===== src/rtl/uirq_pkg.sv =====
package uirq_pkg;

    localparam int NUM_SRC   = 8;
    localparam int NUM_EN    = 7;
    localparam int NUM_LATCH = 6;
    localparam int ID_W      = 6;
    localparam int SRC_W     = $clog2(NUM_SRC);

    // Source slots, index equals priority rank (0 = most urgent)
    typedef enum logic [SRC_W-1:0] {
        SRC_LINE  = 3'd0,
        SRC_RXTO  = 3'd1,
        SRC_RXDAT = 3'd2,
        SRC_TX    = 3'd3,
        SRC_MODEM = 3'd4,
        SRC_GPIO  = 3'd5,
        SRC_FLOW  = 3'd6,
        SRC_HSHK  = 3'd7
    } src_e;

    typedef logic [ID_W-1:0] id_t;

    localparam id_t ID_NONE  = 6'b000001;
    localparam id_t ID_LINE  = 6'b000110;
    localparam id_t ID_RXTO  = 6'b001100;
    localparam id_t ID_RXDAT = 6'b000100;
    localparam id_t ID_TX    = 6'b000010;
    localparam id_t ID_MODEM = 6'b000000;
    localparam id_t ID_GPIO  = 6'b110000;
    localparam id_t ID_FLOW  = 6'b010000;
    localparam id_t ID_HSHK  = 6'b100000;

    // Enable bit positions
    localparam int EN_LINE  = 0;
    localparam int EN_RX    = 1;
    localparam int EN_TX    = 2;
    localparam int EN_MODEM = 3;
    localparam int EN_GPIO  = 4;
    localparam int EN_FLOW  = 5;
    localparam int EN_HSHK  = 6;

    // Latch slots
    localparam int L_TX    = 0;
    localparam int L_MODEM = 1;
    localparam int L_GPIO  = 2;
    localparam int L_XOFF  = 3;
    localparam int L_SPEC  = 4;
    localparam int L_HSHK  = 5;

    typedef struct packed {
        logic set;
        logic clr;
    } latch_ctl_t;

    function automatic id_t id_of(input src_e s);
        case (s)
            SRC_LINE:  return ID_LINE;
            SRC_RXTO:  return ID_RXTO;
            SRC_RXDAT: return ID_RXDAT;
            SRC_TX:    return ID_TX;
            SRC_MODEM: return ID_MODEM;
            SRC_GPIO:  return ID_GPIO;
            SRC_FLOW:  return ID_FLOW;
            default:   return ID_HSHK;
        endcase
    endfunction

    function automatic int en_bit(input int slot);
        case (slot)
            0:       return EN_LINE;
            1, 2:    return EN_RX;
            3:       return EN_TX;
            4:       return EN_MODEM;
            5:       return EN_GPIO;
            6:       return EN_FLOW;
            default: return EN_HSHK;
        endcase
    endfunction

endpackage


===== src/rtl/uirq_event_latch.sv =====
module uirq_event_latch
    import uirq_pkg::*;
(
    input  logic       clk,
    input  logic       rst,
    input  latch_ctl_t ctl_i,
    output logic       pend_o
);

    // A set in the same cycle as a clear wins
    always_ff @(posedge clk) begin
        if (rst)
            pend_o <= 1'b0;
        else if (ctl_i.set)
            pend_o <= 1'b1;
        else if (ctl_i.clr)
            pend_o <= 1'b0;
    end

endmodule


===== src/rtl/uirq_rise_detect.sv =====
module uirq_rise_detect #(
    parameter int W = 2
) (
    input  logic         clk,
    input  logic         rst,
    input  logic [W-1:0] lvl_i,
    output logic [W-1:0] rise_o
);

    logic [W-1:0] prev_q;

    // Previous sample starts at the inactive (high) level so a pin that is
    // already high when reset ends is not taken as a release.
    always_ff @(posedge clk) begin
        if (rst)
            prev_q <= '1;
        else
            prev_q <= lvl_i;
    end

    assign rise_o = lvl_i & ~prev_q;

endmodule


===== src/rtl/uirq_prio_pick.sv =====
module uirq_prio_pick #(
    parameter int N = 8,
    localparam int IW = $clog2(N)
) (
    input  logic [N-1:0]  act_i,
    output logic          any_o,
    output logic [IW-1:0] idx_o
);

    // Lowest set index wins: scan from the top so the last hit is kept
    always_comb begin
        any_o = |act_i;
        idx_o = '0;
        for (int i = N - 1; i >= 0; i--) begin
            if (act_i[i])
                idx_o = IW'(i);
        end
    end

endmodule


===== src/rtl/uart_irq_ident.sv =====
module uart_irq_ident
    import uirq_pkg::*;
(
    input  logic              clk,
    input  logic              rst,
    input  logic [NUM_EN-1:0] en_i,
    input  logic              iir_rd_i,
    input  logic              msr_rd_i,
    input  logic              gpio_rd_i,
    input  logic              tx_wr_i,
    input  logic              lsr_err_i,
    input  logic              rx_timeout_i,
    input  logic              rx_ready_i,
    input  logic              tx_space_i,
    input  logic              modem_chg_i,
    input  logic              gpio_chg_i,
    input  logic              xoff_det_i,
    input  logic              xon_det_i,
    input  logic              spec_det_i,
    input  logic              cts_i,
    input  logic              rts_i,
    output logic              irq_n_o,
    output logic [ID_W-1:0]   iir_id_o
);

    logic [NUM_LATCH-1:0] pend;
    latch_ctl_t           ctl [NUM_LATCH];
    logic [1:0]           hs_rise;
    logic [NUM_SRC-1:0]   raw;
    logic [NUM_SRC-1:0]   act;
    logic                 any_act;
    logic [SRC_W-1:0]     sel_idx;
    src_e                 sel;
    logic                 rd_tx, rd_flow, rd_hshk;

    uirq_rise_detect #(.W(2)) u_hs_edge (
        .clk    (clk),
        .rst    (rst),
        .lvl_i  ({rts_i, cts_i}),
        .rise_o (hs_rise)
    );

    // Raw pending view, one slot per priority rank
    always_comb begin
        raw            = '0;
        raw[SRC_LINE]  = lsr_err_i;
        raw[SRC_RXTO]  = rx_timeout_i;
        raw[SRC_RXDAT] = rx_ready_i;
        raw[SRC_TX]    = pend[L_TX];
        raw[SRC_MODEM] = pend[L_MODEM];
        raw[SRC_GPIO]  = pend[L_GPIO];
        raw[SRC_FLOW]  = pend[L_XOFF] | pend[L_SPEC];
        raw[SRC_HSHK]  = pend[L_HSHK];
    end

    for (genvar g = 0; g < NUM_SRC; g++) begin : g_mask
        assign act[g] = raw[g] & en_i[en_bit(g)];
    end

    uirq_prio_pick #(.N(NUM_SRC)) u_pick (
        .act_i (act),
        .any_o (any_act),
        .idx_o (sel_idx)
    );

    assign sel = src_e'(sel_idx);

    // Identification reads clear only the source being shown
    assign rd_tx   = iir_rd_i && any_act && (sel == SRC_TX);
    assign rd_flow = iir_rd_i && any_act && (sel == SRC_FLOW);
    assign rd_hshk = iir_rd_i && any_act && (sel == SRC_HSHK);

    always_comb begin
        ctl[L_TX]    = '{set: tx_space_i,  clr: rd_tx | tx_wr_i};
        ctl[L_MODEM] = '{set: modem_chg_i, clr: msr_rd_i};
        ctl[L_GPIO]  = '{set: gpio_chg_i,  clr: gpio_rd_i};
        ctl[L_XOFF]  = '{set: xoff_det_i,  clr: xon_det_i};
        ctl[L_SPEC]  = '{set: spec_det_i,  clr: rd_flow};
        ctl[L_HSHK]  = '{set: |hs_rise,    clr: rd_hshk};
    end

    for (genvar l = 0; l < NUM_LATCH; l++) begin : g_latch
        uirq_event_latch u_latch (
            .clk    (clk),
            .rst    (rst),
            .ctl_i  (ctl[l]),
            .pend_o (pend[l])
        );
    end

    assign irq_n_o  = ~any_act;
    assign iir_id_o = any_act ? id_of(sel) : ID_NONE;

endmodule


===== config.mk =====
export PLATFORM = sky130hd
export DESIGN_NAME = uart_irq_ident
export DESIGN_NICKNAME = d
export VERILOG_FILES = /design/src/rtl/uirq_pkg.sv /design/src/rtl/uirq_event_latch.sv /design/src/rtl/uirq_rise_detect.sv /design/src/rtl/uirq_prio_pick.sv /design/src/rtl/uart_irq_ident.sv
export SDC_FILE = /design/constraint.sdc
export NUM_CORES = 1
export LEC_CHECK = 0
export ABC_AREA = 1
export BUFFER_PORTS_ARGS = -buffer_cell sky130_fd_sc_hd__buf_2
export CAP_MARGIN = 20
export CORE_UTILIZATION = 39
export CTS_BUF_LIST = sky130_fd_sc_hd__clkbuf_2 sky130_fd_sc_hd__clkbuf_4 sky130_fd_sc_hd__clkbuf_8
export DETAILED_ROUTE_END_ITERATION = 10
export PLACE_DENSITY = 0.76
export SLEW_MARGIN = 25
export SYNTH_ARGS = -nofsm -noshare
export SYNTH_HDL_FRONTEND = slang
export SYNTH_SLANG_ARGS = --single-unit

===== constraint.sdc =====
create_clock -name clk -period 1.03 [get_ports clk]
set_input_delay 0.1545 -clock clk [delete_from_list [all_inputs] [get_ports clk]]
set_output_delay 0.1545 -clock clk [all_outputs]
set_load 0.01 [all_outputs]

=== Word level (Yosys, flattened, before mapping) ===
Cells that the tools add are included.
Widths: inputs -> output; s select.

* Flip-flop bits (word level): 8
* Input bits: 24
* Output and inout port bits: 7
* Logic and storage cells: 62

* Equal/unequal tests: 7
* Mux-type cells: 22
* Bitwise gates (word level): 13
* Reduce and logical (&&, ||, !) cells: 13

{| class="wikitable"
|+ Operator list
! kind !! count
|-
| $pmux 6 s7 || 1
|-
| $mux 3 || 8
|-
| $eq 3x3->1 const B || 4
|-
| $mux 1 || 12
|-
| $reduce_bool 2->1 || 6
|-
| $and 1x1->1 || 8
|-
| $reduce_or 8->1 || 1
|-
| $eq 3x2->1 const B || 2
|-
| $mux 6 || 1
|-
| $logic_and 1x1->1 || 4
|-
| $eq 3x1->1 const B || 1
|-
| $logic_not 3->1 || 1
|-
| $and 2x2->2 || 1
|-
| $not 2->2 || 1
|-
| $or 1x1->1 || 2
|-
| $reduce_or 2->1 || 1
|-
| $not 1->1 || 1
|}

=== Depth between registers and ports, before layout ===
Gate-level depths: netlist of the first run.

* Depth after elaboration: 14
* Mapped depth: 11
* Depth with buffers taken out: 11

=== Modules after synthesis ===
Synthesis of the first run repeated with hierarchy kept, for this count alone.

* Cells, all modules: 102
* Area, all modules: 589.3 µm²

{| class="wikitable"
|+ By module, submodules not included
! module !! instances !! cells an instance !! area an instance (µm²) !! seq. area each (µm²)
|-
| uirq_event_latch || 6 || 5 || 40.0 || 20.0
|-
| uart_irq_ident || 1 || 41 || 178.9 || 0.0
|-
| uirq_prio_pick || 1 || 22 || 98.8 || 0.0
|-
| uirq_rise_detect || 1 || 9 || 71.3 || 40.0
|}

=== Least setup slack after synthesis of the first run ===
OpenSTA, ideal clock, no wires.

* Path kind: register -> output
* Start: reg g_latch[4].u_latch.pend_o
* End: out iir_id_o[4]
* Arrival time: 1.096 ns
* Data required time: 0.876 ns
* Setup slack: -0.221 ns
* Cell stages (with the launch flop): 10
* Path buffers: 0
* Cell sequence: dfxtp_1 -> o21ai_2 -> nand2_1 -> nand2_1 -> nand2_2 -> nand2_2 -> nand2_2 -> nand2_2 -> nand3_2 -> a21oi_1

* Word-level cells in the longest chain between the ends: 12
* Elaborated cells on any way between the ends: 19
* Classes of those cells: eq/ne: 6; mux: 9; bitwise: 2; reduce/logical: 2

{| class="wikitable"
|+ Ends and longest elaborated chain
! what !! RTL line !! text
|-
| from (decl) || uirq_event_latch.sv:7 || <nowiki>output logic pend_o</nowiki>
|-
| from (signal assigned) || uirq_event_latch.sv:13 || <nowiki>pend_o <= 1'b0;</nowiki>
|-
| from (signal assigned) || uirq_event_latch.sv:15 || <nowiki>pend_o <= 1'b1;</nowiki>
|-
| from (signal assigned) || uirq_event_latch.sv:17 || <nowiki>pend_o <= 1'b0;</nowiki>
|-
| $or 1x1->1 * || uart_irq_ident.sv:52 || <nowiki>raw[SRC_FLOW] = pend[L_XOFF] | pend[L_SPEC];</nowiki>
|-
| $and 1x1->1 * || uart_irq_ident.sv:57 || <nowiki>assign act[g] = raw[g] & en_i[en_bit(g)];</nowiki>
|-
| $mux 3 (7 in a row) || uirq_prio_pick.sv:15 || <nowiki>if (act_i[i])</nowiki>
|-
| $eq 3x3->1 (tied with other cells) || uirq_pkg.sv:56 || <nowiki>case (s)</nowiki>
|-
| $pmux 6 s7 || uirq_pkg.sv:56 ||
|-
| $mux 6 * || uart_irq_ident.sv:92 || <nowiki>assign iir_id_o = any_act ? id_of(sel) : ID_NONE;</nowiki>
|-
| to (decl) || uart_irq_ident.sv:23 || <nowiki>output logic [ID_W-1:0] iir_id_o</nowiki>
|}

Every way passes the cells marked *; elsewhere a longest branch is shown, timed or not.

=== Worst setup path in the final report of the first run ===
* Start: reg g_latch[3].u_latch.pend_o
* End: out iir_id_o[4]

* Word-level cells in the longest chain between the ends: 12
* Elaborated cells on any way between the ends: 19
* Classes of those cells: eq/ne: 6; mux: 9; bitwise: 2; reduce/logical: 2

{| class="wikitable"
|+ Ends and longest elaborated chain
! what !! RTL line
|-
| from (decl) || uirq_event_latch.sv:7
|-
| from (signal assigned) || uirq_event_latch.sv:13
|-
| from (signal assigned) || uirq_event_latch.sv:15
|-
| from (signal assigned) || uirq_event_latch.sv:17
|-
| $or 1x1->1 * || uart_irq_ident.sv:52
|-
| $and 1x1->1 * || uart_irq_ident.sv:57
|-
| $mux 3 (7 in a row) || uirq_prio_pick.sv:15
|-
| $eq 3x3->1 (tied with other cells) || uirq_pkg.sv:56
|-
| $pmux 6 s7 || uirq_pkg.sv:56
|-
| $mux 6 * || uart_irq_ident.sv:92
|}

Marked as above.

==> results of run 1 <==
[worst max-delay path, stage by stage, from the launching register on]
cell and delay, ns:
dfxtp_2 0.32, o21ai_2 0.17, nand2_1 0.07, nand2_1 0.07
nand2_2 0.06, nand2_2 0.06, nand2_2 0.06, nand2_2 0.07
nand3_2 0.08, a21oi_2 0.12, buf_2 0.13
[cells in the final DEF (no fill, tap or decap), types with 4 or more instances in the layout]
cell type / n
nand2_2: 11
nor2_1: 7
nand2_1: 12
a21oi_1: 5
buf_4: 22
dfxtp_1: 4
nand3_2: 4
inv_1: 12
buf_2: 30
dfxtp_2: 4
[state kept, by name, indices dropped and copies added (netlist names)]
name	flops
g_latch.u_latch.pend_o	6
u_hs_edge.prev_q	2
[report_power, final]
part           total, mW  switching (mW)  internal, mW  leakage (nW)
Clock              0.228          0.0953         0.133        0.0138
Sequential         0.345          0.0122         0.333        0.0678
Combinational      0.407           0.200         0.207         0.452
Total              0.980           0.308         0.672         0.533
[per-stage QoR]
stage                     std cells  power, mW   util  TNS (ns)
after global routing            148       1.04  0.812     -6.05
after detailed placement        135      0.674  0.689     -2.23
final                           148      0.980  0.812     -5.31
after global placement          135      0.666  0.689     -1.99
after floorplan                  79      0.530      -     -1.06
after CTS                       144      0.954  0.778     -4.48
[layer usage]
layer | part of all wire | vias to the layer above | GRT usage
li1 | - | 353 | -
met4 | 0 | 0 | 0.103
met2 | 0.57 | 22 | 0.400
met1 | 0.39 | 277 | 0.186
met5 | 0 | - | 0
met3 | 0.044 | 0 | 0.0347
[final cells by class]
cell class                      count  area share
Multi-Input combinational cell     55       0.382
Timing Repair Buffer               53       0.343
Inverter                           15      0.0592
Tap cell                           14      0.0184
Sequential cell                     8       0.174
Clock buffer                        3      0.0237
[timing repair]
| item | CTS | global route |
|---|---|---|
| buffers inserted | 6 | 4 |
| resized for setup | 10 | 4 |
| pin swaps | 6 | 4 |
| endpoints found under the setup margin | 10 | 10 |
[kinds of logic (layout without fill, tap and decap cells)]
family	Yosys count	after routing	synth area share
AO/OA/AOI/OAI	12	12	0.152
buffers and inverters	16	71	0.121
AND/OR/NAND/NOR	43	43	0.421
flip-flops	8	8	0.305
[final timing paths]
check	startpoint	endpoint	depth (start not counted)
max reg2reg	g_latch[3].u_latch.pend_o	g_latch[4].u_latch.pend_o	13
min	cts_i	u_hs_edge.prev_q[0]	3
max	g_latch[3].u_latch.pend_o	iir_id_o[4]	10
min reg2reg	g_latch[5].u_latch.pend_o	g_latch[5].u_latch.pend_o	2
==> flow_summary.toml, run 1 <==
[power_and_ir_drop]
powerDensity_nw_per_um2 = 1030
vdd_drop_max_v = 0.000835
cellLeakagePower_nw = 0.533

[cells_and_area]
fillCellCount = 73
area_growth_pct = 81.0
multi_input_comb_area_um2 = 363
n_antenna_cell = 0
nets = 160
final_area_um2 = 951
drive_above_1_share = 0.687
seq_area_um2 = 165

[global_route]
grt.overflow.total = 0
antenna_found_initial = 0
grt_max_degree = 8
grt_pass1_vias = 547
grt_pass1_wl_um = 2020
grtUsageTotal = 0.200

[detailed_routing]
firstDrtPassIters = 2
drt_iter0_markers = 10
drc = 0
drtAntennaViolNets = 0
vias_per_cell = 4.41
num_vias = 652
wl_per_cell_um = 9.88
routed_wl_um = 1460

[timing]
rsz0062_at_grt = "true"
worst_slew_pin_slew_ns = 0.181
maxSlewHeadroom = 0.879
fin_worst_skew_ns = 0.000727
setup_viol_count_final = 10
layout_worst_path_cycle_share = 1.59
hold_viol_final = 0
layout_min_cycle_time_ns = 1.64
clock.fmax_ghz = 0.611
worst_slack_ns = -0.606
fin_hold_ws_ns = 0.0926
drv_slew = 0

[synthesis]
synth_top_area_frac = 0.305
yosys.cell_types.count = 18
async_reset_ff_frac = 0
synth_edf_count = 0
yosysMostFrequentCell = "nand2_1"
syn_nets = 103
ys_top_cells_by_count = "nand2_1 (15), inv_1 (13), nand2_2 (9), nor2_1 (9)"
synthFlopType = "dfxtp_1"
yosysTopAreaCell = "dfxtp_1"
synth_area_leaders = "dfxtp_1 (30%), nand2_1 (11%), nand2_2 (11%)"
netlist_instances = 79
ys_warn_count = 0
ys_seq_area_frac = 0.305
postSynthAreaPerCell_um2 = 6.65
synthesis.area_um2 = 526
ys_ff_latch = 8

[clock_tree]
clock-sinks = 8
cts_tree = "yes"
htree_num_levels = 1
numCtsBuffers = 3
root_buffer = "clkbuf_4"
path_clk_slew_ns = 0.05
ctsHoldBuffers = 0
cts_buffer_depth = 2
clk_latency_ns = 0.24

[worst_setup_path]
critPathArrivalTime_ns = 1.48
regToRegSetupSlack_ns = -0.52
required_ns = 0.88
start_kind = "flip-flop"
critPathKind = "flip-flop to primary output"
path_max_fanout = 3
endpoint_kind = "primary output"

[job]
timing.max_cap.violations = 0

[status]
status = "finished, violations left"
violations = "negative setup slack"

[die]
die_x_um = 38.7
die_h_um = 38.7
initial_core_util = 0.449
die-area_um2 = 1500
std_cell_rows = 12
core_area_um2 = 1170
ioPinCount = 31

[min_path]
hold_class = "input pin to flip-flop"

[placed_design]
io_buffers = 30
dp_slack_ns = -0.320
dp_hpwl_um = 973
postPlaceCellArea_um2 = 807
gp_congestion = 0.720
No activity file was read; power rests on OpenSTA's default activity.
==> inputs of run 2 (changes only) <==
--- a/config.mk
+++ b/config.mk
@@ -11,6 +11,7 @@
 export CORE_UTILIZATION = 39
 export CTS_BUF_LIST = sky130_fd_sc_hd__clkbuf_2 sky130_fd_sc_hd__clkbuf_4 sky130_fd_sc_hd__clkbuf_8
 export DETAILED_ROUTE_END_ITERATION = 10
+export GPL_TIMING_DRIVEN = 0
 export PLACE_DENSITY = 0.76
 export SLEW_MARGIN = 25
 export SYNTH_ARGS = -nofsm -noshare
==> flow_summary.toml, run 2 (synthesis results as in run 1) <==
[power_and_ir_drop]
power_frac_seq = 0.368
vdd_drop_max_v = 0.000729
design_power_total_mw = 0.938
cellLeakagePower_nw = 0.468
switching_power_mw = 0.307
internal_power_mw = 0.630
powerDensity_nw_per_um2 = 1110
comb_power_share = 0.382
swShare = 0.328
pwr-share-clk = 0.250

[global_route]
grt.overflow.total = 0
antenna_found_initial = 0
grtUsageTotal = 0.195
grt_pass1_wl_um = 1920
grt_max_degree = 8
grt_pass1_vias = 488

[cells_and_area]
fillCellCount = 106
largest_register = "g_latch.u_latch.pend_o"
nets = 145
final_cell_mix = "buf_2 (30), inv_1 (13), nand2_1 (11), nand2_2 (10), nor2_1 (7)"
largest_reg_flops = 6
final_util = 0.724
drive_above_1_share = 0.630
largestRegisters = "g_latch.u_latch.pend_o: 6 flops, u_hs_edge.prev_q: 2 flops"
n_antenna_cell = 0
layout_commonest_cell = "buf_2"
area_growth_pct = 61.4

[die]
std_cell_rows = 12
core_area_um2 = 1170
die-area_um2 = 1500
initial_core_util = 0.449
ioPinCount = 31
die_x_um = 38.7
die_h_um = 38.7

[clock_tree]
root_buffer = "clkbuf_4"
ctsHoldBuffers = 0
htree_num_levels = 1
cts_tree = "yes"
cts_buffer_depth = 2
path_clk_slew_ns = 0.05
clock-sinks = 8
numCtsBuffers = 3
clk_latency_ns = 0.25

[worst_setup_path]
cp_top_family = "simple AND/OR/NAND/NOR gates"
cpMostUsedCell = "nand2_2"
critPathArrivalTime_ns = 1.52
slowest_stage = "dfxtp_2"
cp_cell_sequence = "o21ai_2, buf_4, nand2_2, nand2_2, a21oi_4, inv_2, nand3_4, nand2_1, nor2_2, buf_2"
slowest_delay_ns = 0.33
cp_num_buf_inv = 3
path_max_fanout = 4
start_kind = "flip-flop"
endpoint_kind = "primary output"
critPathKind = "flip-flop to primary output"
required_ns = 0.88

[timing]
setup_viol_count_final = 10
layout_min_cycle_time_ns = 1.67
fin_worst_skew_ns = 0.00357
worst_slack_ns = -0.641
fin_hold_ws_ns = 0.101
rsz0062_at_grt = "true"
maxSlewHeadroom = 0.871
layout_worst_path_cycle_share = 1.62
worst_slew_pin_slew_ns = 0.193
hold_viol_final = 0
clock.fmax_ghz = 0.598
drv_slew = 0
fin_tns_setup_ns = -4.86

[placed_design]
io_buffers = 30
gp_congestion = 0.705
dp_hpwl_um = 952

[detailed_routing]
drc = 0
drt_iter0_markers = 9
wl_per_cell_um = 10.6
routed_wl_um = 1410
vias_per_cell = 4.66
drtAntennaViolNets = 0
firstDrtPassIters = 4
num_vias = 620

[status]
violations = "negative setup slack"
status = "finished, violations left"

[min_path]
hold_class = "input pin to flip-flop"

[job]
timing.max_cap.violations = 0
-- run 2: cell types whose count changed in the layout (fill, tap and decap cells not counted), sizes merged --
cell / previous run / this run
buf: 53 / 38
-- run 2: worst paths after layout --
kind | startpoint | end | slack [ns] | depth (start not counted)
max reg2reg | g_latch[3].u_latch.pend_o | g_latch[5].u_latch.pend_o | -0.39 | 10
max | g_latch[3].u_latch.pend_o | iir_id_o[1] | -0.64 | 10
min reg2reg | g_latch[2].u_latch.pend_o | g_latch[2].u_latch.pend_o | 0.49 | 2
min | rts_i | u_hs_edge.prev_q[1] | 0.10 | 3
-- run 2: power by group through the flow --
stage | registers (mW) | logic (mW) | clock network [mW]
after floorplan | 0.347 | 0.183 | 0
after global placement | 0.348 | 0.270 | 0
after detailed placement | 0.349 | 0.277 | 0
after CTS | 0.343 | 0.291 | 0.246
after global routing | 0.347 | 0.388 | 0.259
final | 0.345 | 0.359 | 0.234
-- run 2: per-layer routing --
metal  part of all wire  global-route usage  up-vias
met5                  0                   0        -
met4             0.0071               0.129        0
met3              0.042              0.0347        2
met2               0.57               0.367       22
met1               0.38               0.187      271
li1                   -                   -      325
-- run 2: cell type report --
cell class	count	area, um2	share of cell area
Multi-Input combinational cell	55	369	0.435
Clock buffer	3	22.5	0.0265
Inverter	15	56.3	0.0664
Sequential cell	8	165	0.195
Timing Repair Buffer	37	210	0.248
Buffer	1	7.51	0.00885
Tap cell	14	17.5	0.0206
-- run 2: through the flow --
stage	cells	cell area (um2)	setup slack (ns)
final	133	848	-0.641
after global routing	133	848	-0.719
after CTS	128	758	-0.632
after detailed placement	123	717	-0.366
after global placement	123	717	-0.314
after floorplan	79	549	-0.183
-- run 2: timing repair --
action / CTS / global route
endpoints found under the setup margin: 10 / 10
setup buffers: 2 / 5
pin swaps: 2 / 9
gates resized for setup: 2 / 13
-- run 2: worst min-delay path: stages --
cell and delay (ns):
buf_2 0.07, inv_1 0.04, nand2_1 0.05
==> inputs of run 3 (changes only) <==
--- a/config.mk
+++ b/config.mk
@@ -6,13 +6,13 @@
 export NUM_CORES = 1
 export LEC_CHECK = 0
 export ABC_AREA = 1
-export BUFFER_PORTS_ARGS = -buffer_cell sky130_fd_sc_hd__buf_2
 export CAP_MARGIN = 20
 export CORE_UTILIZATION = 39
 export CTS_BUF_LIST = sky130_fd_sc_hd__clkbuf_2 sky130_fd_sc_hd__clkbuf_4 sky130_fd_sc_hd__clkbuf_8
 export DETAILED_ROUTE_END_ITERATION = 10
+export DONT_BUFFER_PORTS = 1
 export GPL_TIMING_DRIVEN = 0
-export PLACE_DENSITY = 0.76
+export PLACE_DENSITY = 0.55
 export SLEW_MARGIN = 25
 export SYNTH_ARGS = -nofsm -noshare
 export SYNTH_HDL_FRONTEND = slang
==> constraint.sdc (replaced) <==
create_clock -name clk -period 1.03 [get_ports clk]
set_input_delay 0.0515 -clock clk [delete_from_list [all_inputs] [get_ports clk]]
set_output_delay 0.0515 -clock clk [all_outputs]
set_load 0.01 [all_outputs]
==> flow_summary.toml, run 3 (synthesis results as in run 1) <==
[worst_setup_path]
critPathKind = "flip-flop to primary output"
r2r_end = "g_latch[0].u_latch.pend_o"
cp_num_buf_inv = 0
cp_top_family = "simple AND/OR/NAND/NOR gates"
path_depth = 9
reg2reg_depth = 10
path_max_fanout = 3
cpMostUsedCell = "nand2_2"
required_ns = 0.98
regToRegSetupSlack_ns = -0.45
slowest_stage = "dfxtp_2"
start_kind = "flip-flop"
crit_start = "g_latch[4].u_latch.pend_o"
cp_cell_sequence = "o21ai_4, nand2_2, nand2_2, nand2_2, nand2_2, nand2_4, nand2_4, nand3_4, a21oi_4"
slowest_delay_ns = 0.33
endpoint_kind = "primary output"
r2r_start = "g_latch[4].u_latch.pend_o"
crit_end = "iir_id_o[4]"
critPathArrivalTime_ns = 1.48

[clock_tree]
clock-sinks = 8
clk_latency_ns = 0.25
htree_num_levels = 1
root_buffer = "clkbuf_4"
cts_tree = "yes"
cts_buffer_depth = 2
path_clk_slew_ns = 0.05
numCtsBuffers = 3

[cells_and_area]
largest_register = "g_latch.u_latch.pend_o"
area_growth_pct = 81.0
layout_commonest_cell = "nand2_2"
final_area_um2 = 951
largestRegisters = "g_latch.u_latch.pend_o: 6 flops, u_hs_edge.prev_q: 2 flops"
final_util = 0.812
largest_reg_flops = 6
drive_above_1_share = 0.570
nets = 133
n_antenna_cell = 0
final_cell_mix = "nand2_2 (13), dlygate4sd3_1 (12), inv_1 (11), buf_4 (9), nand2_4 (7)"

[power_and_ir_drop]
vdd_drop_max_v = 0.000788
switching_power_mw = 0.343
comb_power_share = 0.417
pwr-share-clk = 0.237
powerDensity_nw_per_um2 = 1060
power_frac_seq = 0.346
swShare = 0.340
cellLeakagePower_nw = 0.445
internal_power_mw = 0.666

[detailed_routing]
drtAntennaViolNets = 0
drt_iter0_markers = 8
num_vias = 589
vias_per_cell = 4.87
routed_wl_um = 1540
wl_per_cell_um = 12.7
drc = 0
firstDrtPassIters = 4

[global_route]
grt_pass1_vias = 472
grt.overflow.total = 0
grt_pass1_wl_um = 1770
grtUsageTotal = 0.176
grt_max_degree = 8
antenna_found_initial = 0

[die]
ioPinCount = 31
die-area_um2 = 1500
die_x_um = 38.7
die_h_um = 38.7
std_cell_rows = 12
core_area_um2 = 1170
initial_core_util = 0.449

[timing]
hold_viol_final = 0
setup_viol_count_final = 10
clock.fmax_ghz = 0.654
rsz0062_at_grt = "true"
fin_hold_ws_ns = 0.161
worst_slew_pin_slew_ns = 0.250
drv_slew = 0
layout_min_cycle_time_ns = 1.53
fin_worst_skew_ns = 0.00426
worst_slack_ns = -0.499
maxSlewHeadroom = 0.833
layout_worst_path_cycle_share = 1.48

[placed_design]
dp_slack_ns = -0.197
gp_congestion = 0.663
dp_hpwl_um = 783
postPlaceCellArea_um2 = 561
io_buffers = 0

[min_path]
hold_class = "input pin to flip-flop"

[job]
timing.max_cap.violations = 0

[status]
violations = "negative setup slack"
status = "finished, violations left"
## run 3: routing by layer
metal	vias up	wire [um]	GRT usage
met5	-	0	0
met4	0	11	0.129
met3	2	44	0.0173
met2	18	915	0.342
met1	271	567	0.164
li1	298	-	-
## run 3: per-stage QoR
| stage | setup TNS, ns | power (mW) | std cells |
|---|---|---|---|
| floorplan | -0.436 | 0.524 | 79 |
| global placement | -1.13 | 0.546 | 93 |
| detailed placement | -1.25 | 0.549 | 93 |
| CTS | -3.25 | 0.849 | 110 |
| global route | -4.82 | 1.07 | 121 |
| finish | -3.98 | 1.01 | 121 |
## run 3: layout make-up
class / count / area, um2
tap: 14 / 17.5
sequential: 8 / 166
clock buffer: 3 / 22.5
fill: 79 / 220
timing repair buffer: 25 / 236
inverter: 15 / 56.3
buffer: 1 / 7.51
multi-input combinational: 55 / 444
## run 3: tightest hold or removal path, cell delays in order
cell	delay, ns
inv_1	0.09
nor2_4	0.06
nand3_4	0.07
a21oi_2	0.04
nor2_1	0.07
## run 3: how the worst min path moves through the flow
stage                        start                   endpoint  cells after the start
after floorplan                rst  g_latch[0].u_latch.pend_o                      1
after global placement         rst  g_latch[0].u_latch.pend_o                      1
after detailed placement       rst  g_latch[0].u_latch.pend_o                      1
after CTS                 iir_rd_i  g_latch[4].u_latch.pend_o                      5
after global routing      iir_rd_i  g_latch[4].u_latch.pend_o                      5
final                     iir_rd_i  g_latch[4].u_latch.pend_o                      5
## run 3: power by group through the flow
stage | sequential (mW) | clock [mW] | combinational (mW)
3_5_place_dp | 0.349 | 0 | 0.200
4_1_cts | 0.343 | 0.244 | 0.261
6_report | 0.349 | 0.240 | 0.421
3_3_place_gp | 0.349 | 0 | 0.197
2_1_floorplan | 0.346 | 0 | 0.178
5_1_grt | 0.350 | 0.267 | 0.449
## run 3: timing repair
item / in CTS / in global routing
pin swaps: 2 / 10
resized for setup: 4 / 35
hold buffers: 12 / 0
buffers inserted: 2 / 11
hold endpoints to repair: 8 / 0
setup endpoints to repair: 10 / 10
